$ cat src/rtl/hpt_pkg.sv
package hpt_pkg;
    localparam int ENTRY_BYTES = 8;
    localparam int ENT_SHIFT   = 3;
    localparam int W1_OFS      = 4;
    localparam int RBYTE_OFS   = 6;
    localparam int CBYTE_OFS   = 7;
    localparam int VSID_W      = 24;
    localparam int TAG_W       = VSID_W + 6;
    localparam int V_BIT       = 31;
    localparam int H_BIT       = 6;
    localparam int REF_BIT     = 8;
    localparam int CHG_BIT     = 7;

    typedef enum logic [2:0] {
        ST_IDLE,
        ST_RD0,
        ST_RD1,
        ST_CHECK,
        ST_SETR,
        ST_SETC,
        ST_DONE
    } walk_st_e;
endpackage

$ cat src/rtl/hpt_hash.sv
module hpt_hash
    import hpt_pkg::*;
#(
    parameter int GROUP_ENTRIES = 8
) (
    input  logic [VSID_W-1:0] vsid,
    input  logic [15:0]       pg_idx,
    input  logic [31:0]       tbl_mask,
    input  logic              pass,
    output logic [31:0]       grp_off,
    output logic [TAG_W-1:0]  tag
);
    localparam int GRP_SHIFT = $clog2(GROUP_ENTRIES * ENTRY_BYTES);

    logic [31:0] hash_w;
    logic [31:0] sel_w;

    assign hash_w  = {8'b0, vsid} ^ {16'b0, pg_idx};
    // the secondary pass indexes with the complemented hash
    assign sel_w   = pass ? ~hash_w : hash_w;
    assign grp_off = (sel_w << GRP_SHIFT) & tbl_mask;
    assign tag     = {vsid, pg_idx[15:10]};
endmodule

$ cat src/rtl/hpt_match.sv
module hpt_match
    import hpt_pkg::*;
(
    input  logic [31:0]      w0,
    input  logic [TAG_W-1:0] tag,
    input  logic             pass,
    output logic             hit
);
    assign hit = w0[V_BIT] && (w0[H_BIT] == pass) &&
                 (w0[30:7] == tag[TAG_W-1:6]) && (w0[5:0] == tag[5:0]);
endmodule

$ cat src/rtl/hpt_walker.sv
module hpt_walker
    import hpt_pkg::*;
#(
    parameter int GROUP_ENTRIES = 8
) (
    input  logic              clk,
    input  logic              rst_n,
    input  logic              req,
    input  logic [27:0]       seg_ofs,
    input  logic [VSID_W-1:0] vsid,
    input  logic [31:0]       tbl_base,
    input  logic [31:0]       tbl_mask,
    input  logic              is_store,
    input  logic              grant,
    output logic              mem_rd,
    output logic              mem_wr,
    output logic [31:0]       mem_addr,
    output logic [7:0]        mem_wdata,
    input  logic [31:0]       mem_rdata,
    input  logic              mem_ready,
    output logic              done,
    output logic              found,
    output logic [31:0]       pte_addr,
    output logic [31:0]       pte_w0,
    output logic [31:0]       pte_w1,
    output logic [31:0]       real_addr,
    output logic              wr_revoke
);
    localparam int IDX_W = $clog2(GROUP_ENTRIES);

    walk_st_e          state_q, state_d;
    logic [27:0]       ofs_q;
    logic [VSID_W-1:0] vsid_q;
    logic [31:0]       base_q, mask_q;
    logic              store_q, pass_q, found_q;
    logic [IDX_W-1:0]  idx_q;
    logic [31:0]       w0_q, w1_q;
    logic [31:0]       grp_off, entry_addr;
    logic [TAG_W-1:0]  tag;
    logic              hit, last_idx, need_c;

    hpt_hash #(.GROUP_ENTRIES(GROUP_ENTRIES)) u_hash (
        .vsid    (vsid_q),
        .pg_idx  (ofs_q[27:12]),
        .tbl_mask(mask_q),
        .pass    (pass_q),
        .grp_off (grp_off),
        .tag     (tag)
    );

    hpt_match u_match (
        .w0  (mem_rdata),
        .tag (tag),
        .pass(pass_q),
        .hit (hit)
    );

    assign entry_addr = base_q + grp_off + (32'(idx_q) << ENT_SHIFT);
    assign last_idx   = (idx_q == IDX_W'(GROUP_ENTRIES - 1));
    assign need_c     = !w1_q[CHG_BIT] && store_q;

    // state register
    always_ff @(posedge clk) begin
        if (!rst_n) state_q <= ST_IDLE;
        else        state_q <= state_d;
    end

    // walk datapath
    always_ff @(posedge clk) begin
        if (!rst_n) begin
            ofs_q   <= '0;
            vsid_q  <= '0;
            base_q  <= '0;
            mask_q  <= '0;
            store_q <= 1'b0;
            pass_q  <= 1'b0;
            idx_q   <= '0;
            w0_q    <= '0;
            w1_q    <= '0;
            found_q <= 1'b0;
        end else begin
            unique case (state_q)
                ST_IDLE: if (req) begin
                    ofs_q   <= seg_ofs;
                    vsid_q  <= vsid;
                    base_q  <= tbl_base;
                    mask_q  <= tbl_mask;
                    store_q <= is_store;
                    pass_q  <= 1'b0;
                    idx_q   <= '0;
                    found_q <= 1'b0;
                end
                ST_RD0: if (mem_ready) begin
                    w0_q <= mem_rdata;
                    if (!hit) begin
                        if (!last_idx) begin
                            idx_q <= idx_q + 1'b1;
                        end else if (!pass_q) begin
                            idx_q  <= '0;
                            pass_q <= 1'b1;
                        end
                    end
                end
                ST_RD1: if (mem_ready) begin
                    w1_q    <= mem_rdata;
                    found_q <= 1'b1;
                end
                default: ;
            endcase
        end
    end

    // next state and memory port
    always_comb begin
        state_d   = state_q;
        mem_rd    = 1'b0;
        mem_wr    = 1'b0;
        mem_addr  = entry_addr;
        mem_wdata = 8'h00;
        done      = 1'b0;
        unique case (state_q)
            ST_IDLE: if (req) state_d = ST_RD0;
            ST_RD0: begin
                mem_rd = 1'b1;
                if (mem_ready) begin
                    if (hit)                   state_d = ST_RD1;
                    else if (last_idx && pass_q) state_d = ST_DONE;
                end
            end
            ST_RD1: begin
                mem_rd   = 1'b1;
                mem_addr = entry_addr + 32'(W1_OFS);
                if (mem_ready) state_d = ST_CHECK;
            end
            ST_CHECK: begin
                if (!grant)              state_d = ST_DONE;
                else if (!w1_q[REF_BIT]) state_d = ST_SETR;
                else if (need_c)         state_d = ST_SETC;
                else                     state_d = ST_DONE;
            end
            ST_SETR: begin
                mem_wr    = 1'b1;
                mem_addr  = entry_addr + 32'(RBYTE_OFS);
                mem_wdata = w1_q[15:8] | 8'h01;
                if (mem_ready) state_d = need_c ? ST_SETC : ST_DONE;
            end
            ST_SETC: begin
                mem_wr    = 1'b1;
                mem_addr  = entry_addr + 32'(CBYTE_OFS);
                mem_wdata = w1_q[7:0] | 8'h80;
                if (mem_ready) state_d = ST_DONE;
            end
            ST_DONE: begin
                done    = 1'b1;
                state_d = ST_IDLE;
            end
            default: state_d = ST_IDLE;
        endcase
    end

    assign found     = found_q;
    assign pte_addr  = entry_addr;
    assign pte_w0    = w0_q;
    assign pte_w1    = w1_q;
    assign real_addr = {w1_q[31:12], ofs_q[11:0]};
    assign wr_revoke = found_q && !w1_q[CHG_BIT] && !store_q;
endmodule

$ cat config.mk
export PLATFORM = sky130hd
export DESIGN_NAME = hpt_walker
export DESIGN_NICKNAME = d
export VERILOG_FILES = /design/src/rtl/hpt_pkg.sv /design/src/rtl/hpt_hash.sv /design/src/rtl/hpt_match.sv /design/src/rtl/hpt_walker.sv
export SDC_FILE = /design/constraint.sdc
export NUM_CORES = 1
export LEC_CHECK = 0
export ABC_AREA = 1
export BUFFER_PORTS_ARGS = -buffer_cell sky130_fd_sc_hd__buf_2
export CORE_MARGIN = 8
export CORE_UTILIZATION = 45
export CTS_CLUSTER_DIAMETER = 80
export DETAILED_ROUTE_END_ITERATION = 10
export GPL_ROUTABILITY_DRIVEN = 0
export GPL_TIMING_DRIVEN = 1
export PLACE_DENSITY = 0.71
export REMOVE_ABC_BUFFERS = 1
export SKIP_CTS_REPAIR_TIMING = 1
export SLEW_MARGIN = 30
export SYNTH_ARGS = -nofsm -noshare
export SYNTH_HDL_FRONTEND = slang
export SYNTH_SLANG_ARGS = --single-unit
$ cat constraint.sdc
create_clock -name clk -period 10.29 [get_ports clk]
set_clock_uncertainty 0.2 [all_clocks]
set_input_delay 2.058 -clock clk [delete_from_list [all_inputs] [get_ports clk]]
set_output_delay 2.058 -clock clk [all_outputs]
set_load 0.1 [all_outputs]
Word level (Yosys, flattened, before mapping)
Index checks and enable logic that the tools add are counted.
{ "word_totals": {"reg_bits": 189, "input_bits": 154} }
{ "op_classes": {"mux": 30, "bitwise": 3, "n_addsub": 6, "reduce_logical": 21, "n_eq_ne": 19} }
{ "ops": {"columns": ["cell", "n"], "rows": [
  ["32-bit by 3-bit adder with 32-bit output (second input constant)", 3],
  ["32-bit case mux with 3 select lines", 1],
  ["3-bit two-way mux", 12],
  ["32-bit adder", 1],
  ["32-bit by 6-bit adder with 32-bit output", 1],
  ["32-bit AND", 1],
  ["26-bit two-way mux", 1],
  ["26-bit NOT", 1],
  ["24-bit == test", 1],
  ["24-bit by 16-bit XOR with 24-bit output", 1],
  ["3-bit case mux with 6 select lines", 1],
  ["8-bit case mux with 2 select lines", 1],
  ["2-bit != test (second input constant)", 7],
  ["3-bit == test (second input constant)", 4],
  ["5-bit AND reduction", 2],
  ["1-bit two-way mux", 8],
  ["1-bit logical AND", 7],
  ["3-bit by 2-bit == test with 1-bit output (second input constant)", 2],
  ["6-bit == test", 1],
  ["2-bit two-way mux", 3],
  ["3-bit != test (second input constant)", 2],
  ["3-bit case mux with 2 select lines", 1],
  ["2-bit AND reduction", 3],
  ["6-bit AND reduction", 1],
  ["other kinds (9)", 13]
]} }

Longest topological paths before layout
Gate-level depths: netlist of the first run.
{ "logic_depth": {"ltp_word": 8, "mapped_depth": 24} }

Cells and area by module
A second synthesis of the first run with hierarchy kept.
{ "hier_totals": {"hier_cells": 2442, "hier_area_um2": 14702.9} }
{ "modules_own_cells": {"columns": ["mod", "area_per_inst_um2", "cells_per_inst", "seq_area_each_um2", "instances"], "rows": [
  ["hpt_walker", 12996.2, 2051, 3783.6, 1],
  ["hpt_hash", 1067.3, 223, 0.0, 1],
  ["hpt_match", 639.4, 168, 0.0, 1]
]} }

Worst setup path after synthesis of the first run
OpenSTA, ideal clock, no wires.
{ "synth_timing": {"kind": "flip-flop to output port", "startpoint": "register pass_q", "endpoint": "output mem_addr[24]", "setup_slack_ns": 2.239, "stages_incl_launch_ff": 20, "required_ns": 8.032, "arrival_ns": 5.793, "cell_sequence": "dfxtp_1 > buf_1 > clkbuf_1 > xor2_1 > nor2_1 > ha_1 > nand2_1 > inv_1 > nand2_1 > inv_1 > nand2_1 > inv_1 > nand2_1 > nand2_1 > nand2_1 > nand2_1 > nand2_1 > nor2_1 > nand2_1 > o32ai_1"} }
{ "synth_between": {"elab_chain_len": 6, "word_cells_on_any_way": 8, "classes_between": "add/sub: 5; mux: 2; bitwise: 1"} }
{ "synth_lines": {"columns": ["element", "line_no", "rtl"], "rows": [
  ["from (decl)", "hpt_walker.sv:35", "logic store_q, pass_q, found_q;"],
  ["from (signal assigned)", "hpt_walker.sv:76", "pass_q <= 1'b0;"],
  ["from (signal assigned)", "hpt_walker.sv:89", "pass_q <= 1'b0;"],
  ["from (signal assigned)", "hpt_walker.sv:100", "pass_q <= 1'b1;"],
  ["26-bit two-way mux *", "hpt_hash.sv:20", "assign sel_w = pass ? ~hash_w : hash_w;"],
  ["32-bit AND *", "hpt_hash.sv:21", "assign grp_off = (sel_w << GRP_SHIFT) & tbl_mask;"],
  ["32-bit adder *", "hpt_walker.sv:58", "assign entry_addr = base_q + grp_off + (32'(idx_q) << ENT_SHIFT);"],
  ["32-bit by 6-bit adder with 32-bit output *", "hpt_walker.sv:58", null],
  ["via pte_addr[16]", "hpt_walker.sv:23", "output logic [31:0] pte_addr,"],
  ["32-bit by 3-bit adder with 32-bit output, on equally long branches", "hpt_walker.sv:149, hpt_walker.sv:132, hpt_walker.sv:143", null],
  ["32-bit case mux with 3 select lines *", "hpt_walker.sv:121", "unique case (state_q)"],
  ["to (decl)", "hpt_walker.sv:17", "output logic [31:0] mem_addr,"]
]} }
The timed path passes the listed nets; every way through them passes the cells marked *.

Worst setup path in the final report of the first run
{ "layout_timing": {"startpoint": "register pass_q", "endpoint": "output mem_addr[22]"} }
{ "layout_between": {"elab_chain_len": 6, "word_cells_on_any_way": 8, "classes_between": "add/sub: 5; mux: 2; bitwise: 1"} }
{ "layout_lines": {"columns": ["element", "line_no"], "rows": [
  ["26-bit two-way mux *", "hpt_hash.sv:20"],
  ["32-bit AND *", "hpt_hash.sv:21"],
  ["32-bit adder *", "hpt_walker.sv:58"],
  ["32-bit by 6-bit adder with 32-bit output *", "hpt_walker.sv:58"],
  ["32-bit by 3-bit adder with 32-bit output, on equally long branches", "hpt_walker.sv:149, hpt_walker.sv:132, hpt_walker.sv:143"],
  ["32-bit case mux with 3 select lines *", "hpt_walker.sv:121"]
]} }
Mark *: on every way between the ends. The rest lies on a longest branch, timed or not.

==> results of run 1 <==
[per-layer routing]
layer	share of wire	wire [um]	vias up
li1	-	-	6559
met3	0.085	3600	112
met1	0.40	17100	5885
met2	0.48	20200	570
met5	0.0028	118	-
met4	0.033	1400	18
[cell families (layout without fill, tap and decap cells)]
kind of cell	after synthesis	after routing	share of synthesized area
AO/OA/AOI/OAI	456	456	0.203
flip-flops	183	183	0.305
AND/OR/NAND/NOR	763	763	0.276
other	0	2	0
XOR/XNOR	53	53	0.0437
adder cells (fa/ha/maj)	36	36	0.0382
buffers and inverters	389	645	0.133
[registers in the layout, indices dropped and copies added, names as in the netlist]
name and cells:
mask_q 26, vsid_q 24, pte_w1 32, ofs_q 28, store_q 1, pass_q 1
base_q 32, idx_q 3, pte_w0 32, state_q 3, found 1
[final timing paths]
path	depth (start not counted)	slack, ps	to	startpoint
worst max-delay path	16	3280	mem_addr[22]	pass_q$_SDFFE_PN0P_
worst max register to register	9	7230	pte_w1[17]$_SDFFE_PN0P_	state_q[1]$_SDFFE_PN0P_
worst min-delay path	2	240	mask_q[23]$_SDFFE_PN0P_	mask_q[23]$_SDFFE_PN0P_
worst min register to register	2	240	mask_q[23]$_SDFFE_PN0P_	mask_q[23]$_SDFFE_PN0P_
[cell type report]
type	instances	area, um2	area share
Inverter	284	1070	0.0751
Tap cell	335	419	0.0295
Clock inverter	14	178	0.0125
Clock buffer	18	429	0.0302
Multi-Input combinational cell	1308	6760	0.476
Timing Repair Buffer	329	1680	0.118
Antenna cell	2	5.00	0.000352
Sequential cell	183	3660	0.258
[layout by cell type, fill, tap and decap left out, drive strengths merged, types with 3 or more instances in the layout]
master,instances
nor4,5
a22o,6
nor2,228
buf,329
o21ai,223
nand3b,5
nand2,363
clkinv,6
o21bai,3
a31oi,5
or2,7
and3,4
nand4,31
o211ai,3
o31ai,4
xor2,28
a21oi,185
ha,35
inv,290
nand3,101
o22ai,5
nor3,19
clkbuf,18
dfxtp,183
o221ai,7
xnor2,25
o2111ai,7
[per-stage QoR]
| stage | hold slack (ps) | utilization |
|---|---|---|
| after floorplan | 220 | - |
| after global placement | 229 | 0.520 |
| after detailed placement | 234 | 0.520 |
| after CTS | 245 | 0.543 |
| after global routing | 266 | 0.543 |
| final | 242 | 0.543 |
[power groups by stage]
| stage | clock network [mW] | registers, mW | logic (mW) |
|---|---|---|---|
| after floorplan | 0 | 1.58 | 2.23 |
| after global placement | 0 | 1.04 | 3.41 |
| after detailed placement | 0 | 1.05 | 3.44 |
| after CTS | 0.683 | 1.03 | 3.44 |
| after global routing | 0.711 | 1.06 | 3.65 |
| final | 0.675 | 1.03 | 3.45 |
[worst max-delay path: stages, from the launching register on]
cell and delay [ps]:
dfxtp_1 310, buf_4 340, xor2_1 180, nor2_1 90, ha_1 420, nand2_1 80, nand2_1 70, inv_1 40
nand2_1 180, xor2_1 700, nand2_2 170, nor2_1 270, o22ai_1 180, nor3_4 330, nand2_1 170, o41ai_2 290
buf_2 500
==> impl_metrics.tcl, run 1 <==
set metrics [dict create \
    synth_area_um2 12000 \
    ys_ff_latch 183 \
    syn_to_final_growth_pct 18.3 \
    hold_path.class "flop to flop" \
    wl_um 42400 \
    period_share 0.682 \
    fp.dieH_um 179 \
    boundaryPins 327 \
    preCtsSetupSlack_ps 3770 \
    crit_path_start_kind "flop" \
    die_x_um 179 \
    cts_root_buf "clkbuf_16" \
    clk_latency_ps 430 \
    io_buffer_count 320 \
    grt.total_usage 0.256 \
    grt-ovfl-total 0 \
    ys_top_cells_by_count "nand2_1 (350), inv_1 (276), o21ai_0 (215), nor2_1 (206), a21oi_1 (185)" \
    place_inst 2439 \
    max-clock-path-buffers 2 \
    critPathKind "flop to primary output" \
    p_per_area_nw_per_um2 364 \
    vias 13100 \
    placed_area_um2 13600 \
    nets 2313 \
    slew_headroom 0.438 \
    critPathArrivalTime_ps 4760 \
    p_switching_mw 3.30 \
    yosysMostFrequentCell "nand2_1" \
    gr-usage-met1 0.294 \
    fillers 2643 \
    drv_slew 0 \
    layout-drive-gt1-share 0.202 \
    path_max_fanout 22 \
    layout_setup_ws_ps 3280 \
    dp_hpwl_um 33300 \
    ys_async_sr_fraction 0 \
    grt_use_met2 0.445 \
    end_kind "primary output" \
    switching_share 0.640 \
    drc 0 \
    total_leakage_power_nw 6.98 \
    core_um2 26100 \
    min_period_ps 7010 \
    tightest_slew_ps 840 \
    grt_max_degree 123 \
    gr-max-usage-layer "met2" \
    yosysSeqAreaShare 0.305 \
    rows 59 \
    start_util 0.459 \
    ant_nets 0 \
    status "complete, no violations" \
    dieArea_um2 32100 \
    syn_avg_cell_area_um2 6.38 \
    cts_inserted_buffers 17 \
    maxCapViolations 0 \
    yosys_warnings 0 \
    cts.sinks 183 \
    wl_per_cell_um 17.2 \
    grt_setup_unrepaired "false" \
    clockPowerShare 0.131 \
    required_ps 8030 \
    synthFlopType "dfxtp_1" \
    ys_types 53 \
    synthCells 1880 \
    peakVddDrop_v 0.000215 \
    grt_pass1_vias 12600 \
    cts_max_level 4 \
    ys_top_cells_by_area "dfxtp_1 (31%), nand2_1 (11%), o21ai_0 (9.0%), inv_1 (8.6%), a21oi_1 (7.7%)" \
    cts_tree "yes" \
    drtIter0Drc 1216 \
    synth_edf_count 0 \
    finalSetupViolations 0 \
    max_freq_mhz 143 \
    internal-power_mw 1.86 \
    p_seq_frac 0.200 \
    synth_top_area_share 0.305 \
    path_clk_slew_ps 70 \
    finalNonFillerCells 2473 \
    finalHoldViolations 0 \
    antenna_found_initial 11 \
    drt_pass1_iterations 6 \
    fin_area_um2 14200 \
    yosys.area.top_type "dfxtp_1" \
    vias_per_cell 5.32 \
    fin_total_pwr_mw 5.16 \
    p_comb_frac 0.669 \
    setup_tns_ps 0 \
    use_met3 0.0682 \
    grt_first_pass_wirelength_um 64900 \
]
(Power assumes the default switching activity.)
==> run 2, diff against run 1 <==
- PLACE_DENSITY: 0.71 -> 0.74
- clock period: 10.29 -> 6.34 ns (I/O delays scaled with it)
==> run 2 against run 1 <==
  * Flip-flop and latch count unchanged
  * First-iteration DRC count grew 0.25%
  * Routed wire length down 0.46%
  * Design area grew 0.25%
  * Core utilization up 0.13 points
  * Cell count is 0.12% higher
  * Sequential share of layout area down 0.055 points
  * Setup slack got worse by 2800 ps
  * Power up 63%
  * Clock power rose by 61%
  * Critical path type unchanged
  * Critical endpoint is now mem_addr[26]
  * Largest power group unchanged
==> impl_metrics.tcl, run 2 (synthesis results as in run 1) <==
set metrics [dict create \
    cpPeakStageDelay_ps 510 \
    cpMostUsedCell "nand2_1" \
    grt-ovfl-total 0 \
    path_depth 21 \
    critPathArrivalTime_ps 4360 \
    grt.total_usage 0.256 \
    placed_area_um2 13600 \
    grt_use_met2 0.444 \
    period_share 0.920 \
    cts_root_buf "clkbuf_16" \
    drt_pass1_iterations 6 \
    die_x_um 179 \
    clk_latency_ps 430 \
    r2r_start "state_q[0]$_SDFFE_PN0P_" \
    drv_slew 0 \
    hold_path.class "flop to flop" \
    syn_to_final_growth_pct 18.6 \
    fin_total_pwr_mw 8.39 \
    path_clk_slew_ps 80 \
    end_kind "primary output" \
    tightest_slew_ps 843 \
    path_buf_inv 3 \
    worst-r2r-setup-slack_ps 3410 \
    maxCapViolations 0 \
    total_leakage_power_nw 7.00 \
    worstPathCellList "buf_4, xor2_1, nor2_1, ha_1, nand2_1, nor2_1, nand2_1, inv_1, nand2_1, nand2_1, nand2_1, nand2_1, nand2_1, nor2_1, nand2_1, nor2_2, nand3_1, nand2_1, nand3_1, nand4_1, buf_2" \
    cts_inserted_buffers 17 \
    grt_first_pass_wirelength_um 65400 \
    hold_slack_ps 245 \
    grt_pass1_vias 12800 \
    use_met3 0.0539 \
    boundaryPins 327 \
    grt_max_degree 150 \
    drc 0 \
    wl_per_cell_um 17.1 \
    endpoint "mem_addr[26]" \
    required_ps 4870 \
    max_freq_mhz 172 \
    min_period_ps 5830 \
    fp.dieH_um 179 \
    io_buffer_count 320 \
    critPathKind "flop to primary output" \
    slew_headroom 0.437 \
    vias 13300 \
    final-seq-area_um2 3660 \
    nets 2317 \
    core_um2 26100 \
    start_util 0.459 \
    antenna_found_initial 3 \
    multi_input_area_um2 6760 \
    fin_area_um2 14200 \
    vias_per_cell 5.36 \
    finalHoldViolations 0 \
    ant_nets 0 \
    crit_path_start_kind "flop" \
    dp_hpwl_um 33200 \
    cts.sinks 183 \
    layout-drive-gt1-share 0.203 \
    grt_setup_unrepaired "false" \
    p_per_area_nw_per_um2 590 \
    gr-usage-met1 0.298 \
    r2r_end "pte_w0[21]$_SDFFE_PN0P_" \
    critPathSlowestCell "dfxtp_2" \
    r2r_cells 10 \
    critical_path.top_delay_family "simple AND/OR/NAND/NOR gates" \
    critPathLaunch "pass_q$_SDFFE_PN0P_" \
    fillers 2584 \
    wl_um 42200 \
    rows 59 \
    status "complete, no violations" \
    max-clock-path-buffers 2 \
    gr-max-usage-layer "met2" \
    layout_common_cells "nand2_1 (350), buf_2 (319), inv_1 (276)" \
    place_inst 2443 \
    final_common_cell "nand2_1" \
    path_max_fanout 9 \
    drtIter0Drc 1219 \
    cts_tree "yes" \
    finalSetupViolations 0 \
    cts_max_level 4 \
    peakVddDrop_v 0.000312 \
    finish.utilization 0.545 \
    finalNonFillerCells 2476 \
    dieArea_um2 32100 \
]
run 2: changes by cell type in the layout (fill, tap and decap cells not counted), sizes merged:
cell / change
inv: -1
diode: -1
buf: +4
clkinvlp: +1
run 2: power breakdown:
| group | total [mW] | switching, mW | internal (mW) |
|---|---|---|---|
| combinational | 5.63 | 4.63 | 0.998 |
| clock | 1.09 | 0.519 | 0.570 |
| sequential | 1.68 | 0.209 | 1.47 |
| total | 8.39 | 5.36 | 3.03 |
run 2: per-stage QoR:
stage	setup WS, ps	TNS [ps]
5_1_grt	156	0
2_1_floorplan	-1790	-21660
6_report	510	0
3_3_place_gp	824	0
4_1_cts	278	0
3_5_place_dp	749	0
run 2: area by class of cell:
type,instances,area share
diodes,1,0.000176
clock buffers,18,0.0301
clock inverters,14,0.0127
inverters,284,0.0749
multi-input cells,1308,0.475
flip-flops and latches,183,0.257
well taps,335,0.0294
repair buffers,333,0.120
run 2: layer usage:
layer | up-vias | share of wire
met5 | - | 0.00054
met4 | 4 | 0.037
met3 | 119 | 0.086
met2 | 624 | 0.48
met1 | 5963 | 0.40
li1 | 6554 | -
run 2: worst min-delay path: stages, from the launching register on:
cell and delay (ps):
dfxtp_1 310, inv_1 40, a21oi_1 50
run 2: worst min-delay path by stage:
stage                                  startpoint                 endpoint  cells after the start
final                       ofs_q[2]$_SDFFE_PN0P_    ofs_q[2]$_SDFFE_PN0P_                      2
after global routing        ofs_q[2]$_SDFFE_PN0P_    ofs_q[2]$_SDFFE_PN0P_                      2
after CTS                 mask_q[22]$_SDFFE_PN0P_  mask_q[22]$_SDFFE_PN0P_                      2
after detailed placement    ofs_q[3]$_SDFFE_PN0P_    ofs_q[3]$_SDFFE_PN0P_                      2
after global placement    mask_q[22]$_SDFFE_PN0P_  mask_q[22]$_SDFFE_PN0P_                      2
after floorplan           mask_q[22]$_SDFFE_PN0P_  mask_q[22]$_SDFFE_PN0P_                      2
==> run 3, diff against run 2 <==
- MAX_ROUTING_LAYER: not set -> met4
==> run 3 against run 2 <==
  * First-iteration DRC count up 6.6%
  * Highest routed layer is now met4
  * Routed wire length unchanged
  * Design area about the same
  * Combinational power about the same
  * Flip-flop and latch count unchanged
  * Via count up 0.11%
  * Die area unchanged
  * Setup slack worse by 22 ps
  * Sequential share of layout area about the same
  * Cell count up 0.12%
  * Core utilization about the same
==> impl_metrics.tcl, run 3 (synthesis results as in run 1) <==
set metrics [dict create \
    status "complete, no violations" \
    grt-ovfl-total 0 \
    ant_nets 0 \
    p_per_area_nw_per_um2 589 \
    vias 13300 \
    core_um2 26100 \
    path_max_fanout 9 \
    critical_path.top_delay_family "simple AND/OR/NAND/NOR gates" \
    maxCapViolations 0 \
    required_ps 4870 \
    hold_path.class "flop to flop" \
    worstPathCellList "buf_4, xor2_1, nor2_1, ha_1, nand2_1, nor2_1, nand2_1, inv_1, nand2_1, nand2_1, nand2_1, nand2_1, nand2_1, nor2_1, nand2_1, nor2_2, nand3_1, nand2_1, nand3_1, nand4_1, buf_2" \
    finalHoldViolations 0 \
    peakVddDrop_v 0.000311 \
    final_common_cell "nand2_1" \
    critPathKind "flop to primary output" \
    grt_pass1_vias 12900 \
    cts_max_level 4 \
    min_period_ps 5850 \
    period_share 0.923 \
    finish.utilization 0.545 \
    critPathArrivalTime_ps 4380 \
    grt_max_degree 150 \
    cts_tree "yes" \
    syn_to_final_growth_pct 18.7 \
    cts.sinks 183 \
    rows 59 \
    dp_hpwl_um 33200 \
    antenna_found_initial 3 \
    io_buffer_count 320 \
    layout_common_cells "nand2_1 (350), buf_2 (319), inv_1 (276)" \
    drc 0 \
    grt_setup_unrepaired "false" \
    cpMostUsedCell "nand2_1" \
    final-seq-area_um2 3660 \
    slew_headroom 0.427 \
    grt_first_pass_wirelength_um 65300 \
    vias_per_cell 5.36 \
    fp.dieH_um 179 \
    drv_slew 0 \
    boundaryPins 327 \
    finalSetupViolations 0 \
    dieArea_um2 32100 \
    fillers 2582 \
    max-clock-path-buffers 2 \
    crit_path_start_kind "flop" \
    wl_per_cell_um 17.0 \
    die_x_um 179 \
    multi_input_area_um2 6760 \
    tightest_slew_ps 859 \
    critPathSlowestCell "dfxtp_2" \
    path_buf_inv 3 \
    max_freq_mhz 171 \
    cts_inserted_buffers 17 \
    grt.total_usage 0.263 \
    clk_latency_ps 430 \
    cpPeakStageDelay_ps 500 \
    drt_pass1_iterations 6 \
    hold_slack_ps 244 \
    drtIter0Drc 1299 \
    total_leakage_power_nw 7.00 \
    end_kind "primary output" \
    wl_um 42200 \
    cts_root_buf "clkbuf_16" \
    layout-drive-gt1-share 0.203 \
    nets 2317 \
    start_util 0.459 \
    path_clk_slew_ps 70 \
]
==> run 3: area by class of cell <==
class                      count  area share
multi-input combinational   1308       0.474
clock buffer                  18      0.0301
antenna                        4    0.000703
clock inverter                14      0.0127
sequential                   183       0.257
inverter                     284      0.0748
timing repair buffer         333       0.120
tap                          335      0.0294
==> run 3: path summary, 6_finish.rpt <==
check                             to  slack, ps  cells past startpoint               startpoint
max reg2reg  pte_w0[21]$_SDFFE_PN0P_       3420                     10  state_q[0]$_SDFFE_PN0P_
max                     mem_addr[26]        490                     21      pass_q$_SDFFE_PN0P_
min          mask_q[22]$_SDFFE_PN0P_        240                      2  mask_q[22]$_SDFFE_PN0P_
min reg2reg  mask_q[22]$_SDFFE_PN0P_        240                      2  mask_q[22]$_SDFFE_PN0P_
==> run 3: stage by stage <==
stage          total power, mW  cell area, um2  setup WS, ps  setup TNS [ps]  instances
2_1_floorplan             6.18           11500         -1790          -21660       1775
3_3_place_gp              7.22           13600           824               0       2443
3_5_place_dp              7.29           13600           749               0       2443
4_1_cts                   8.39           14200           278               0       2475
5_1_grt                   8.81           14200           156               0       2478
6_report                  8.40           14200           489               0       2479
==> run 3: metal layers <==
layer	GRT usage	vias up	share of wire
met5	-	-	0
met4	0.116	0	0.038
met3	0.0451	126	0.081
met2	0.445	627	0.48
met1	0.303	5961	0.40
li1	-	6564	-
==> run 3: worst register-to-register path: stages (launching register included) <==
cell and delay (ps):
dfxtp_1 500, inv_2 120, nor2_1 100, inv_1 80, nor2_1 330, inv_1 150, nor2_2 120, buf_4 390
inv_1 510, nor2_1 260, nor2_1 80
==> run 3: report_power, final <==
group | internal [mW] | switching (mW)
clock network | 0.570 | 0.519
logic | 0.998 | 4.63
registers | 1.47 | 0.208
total | 3.03 | 5.36
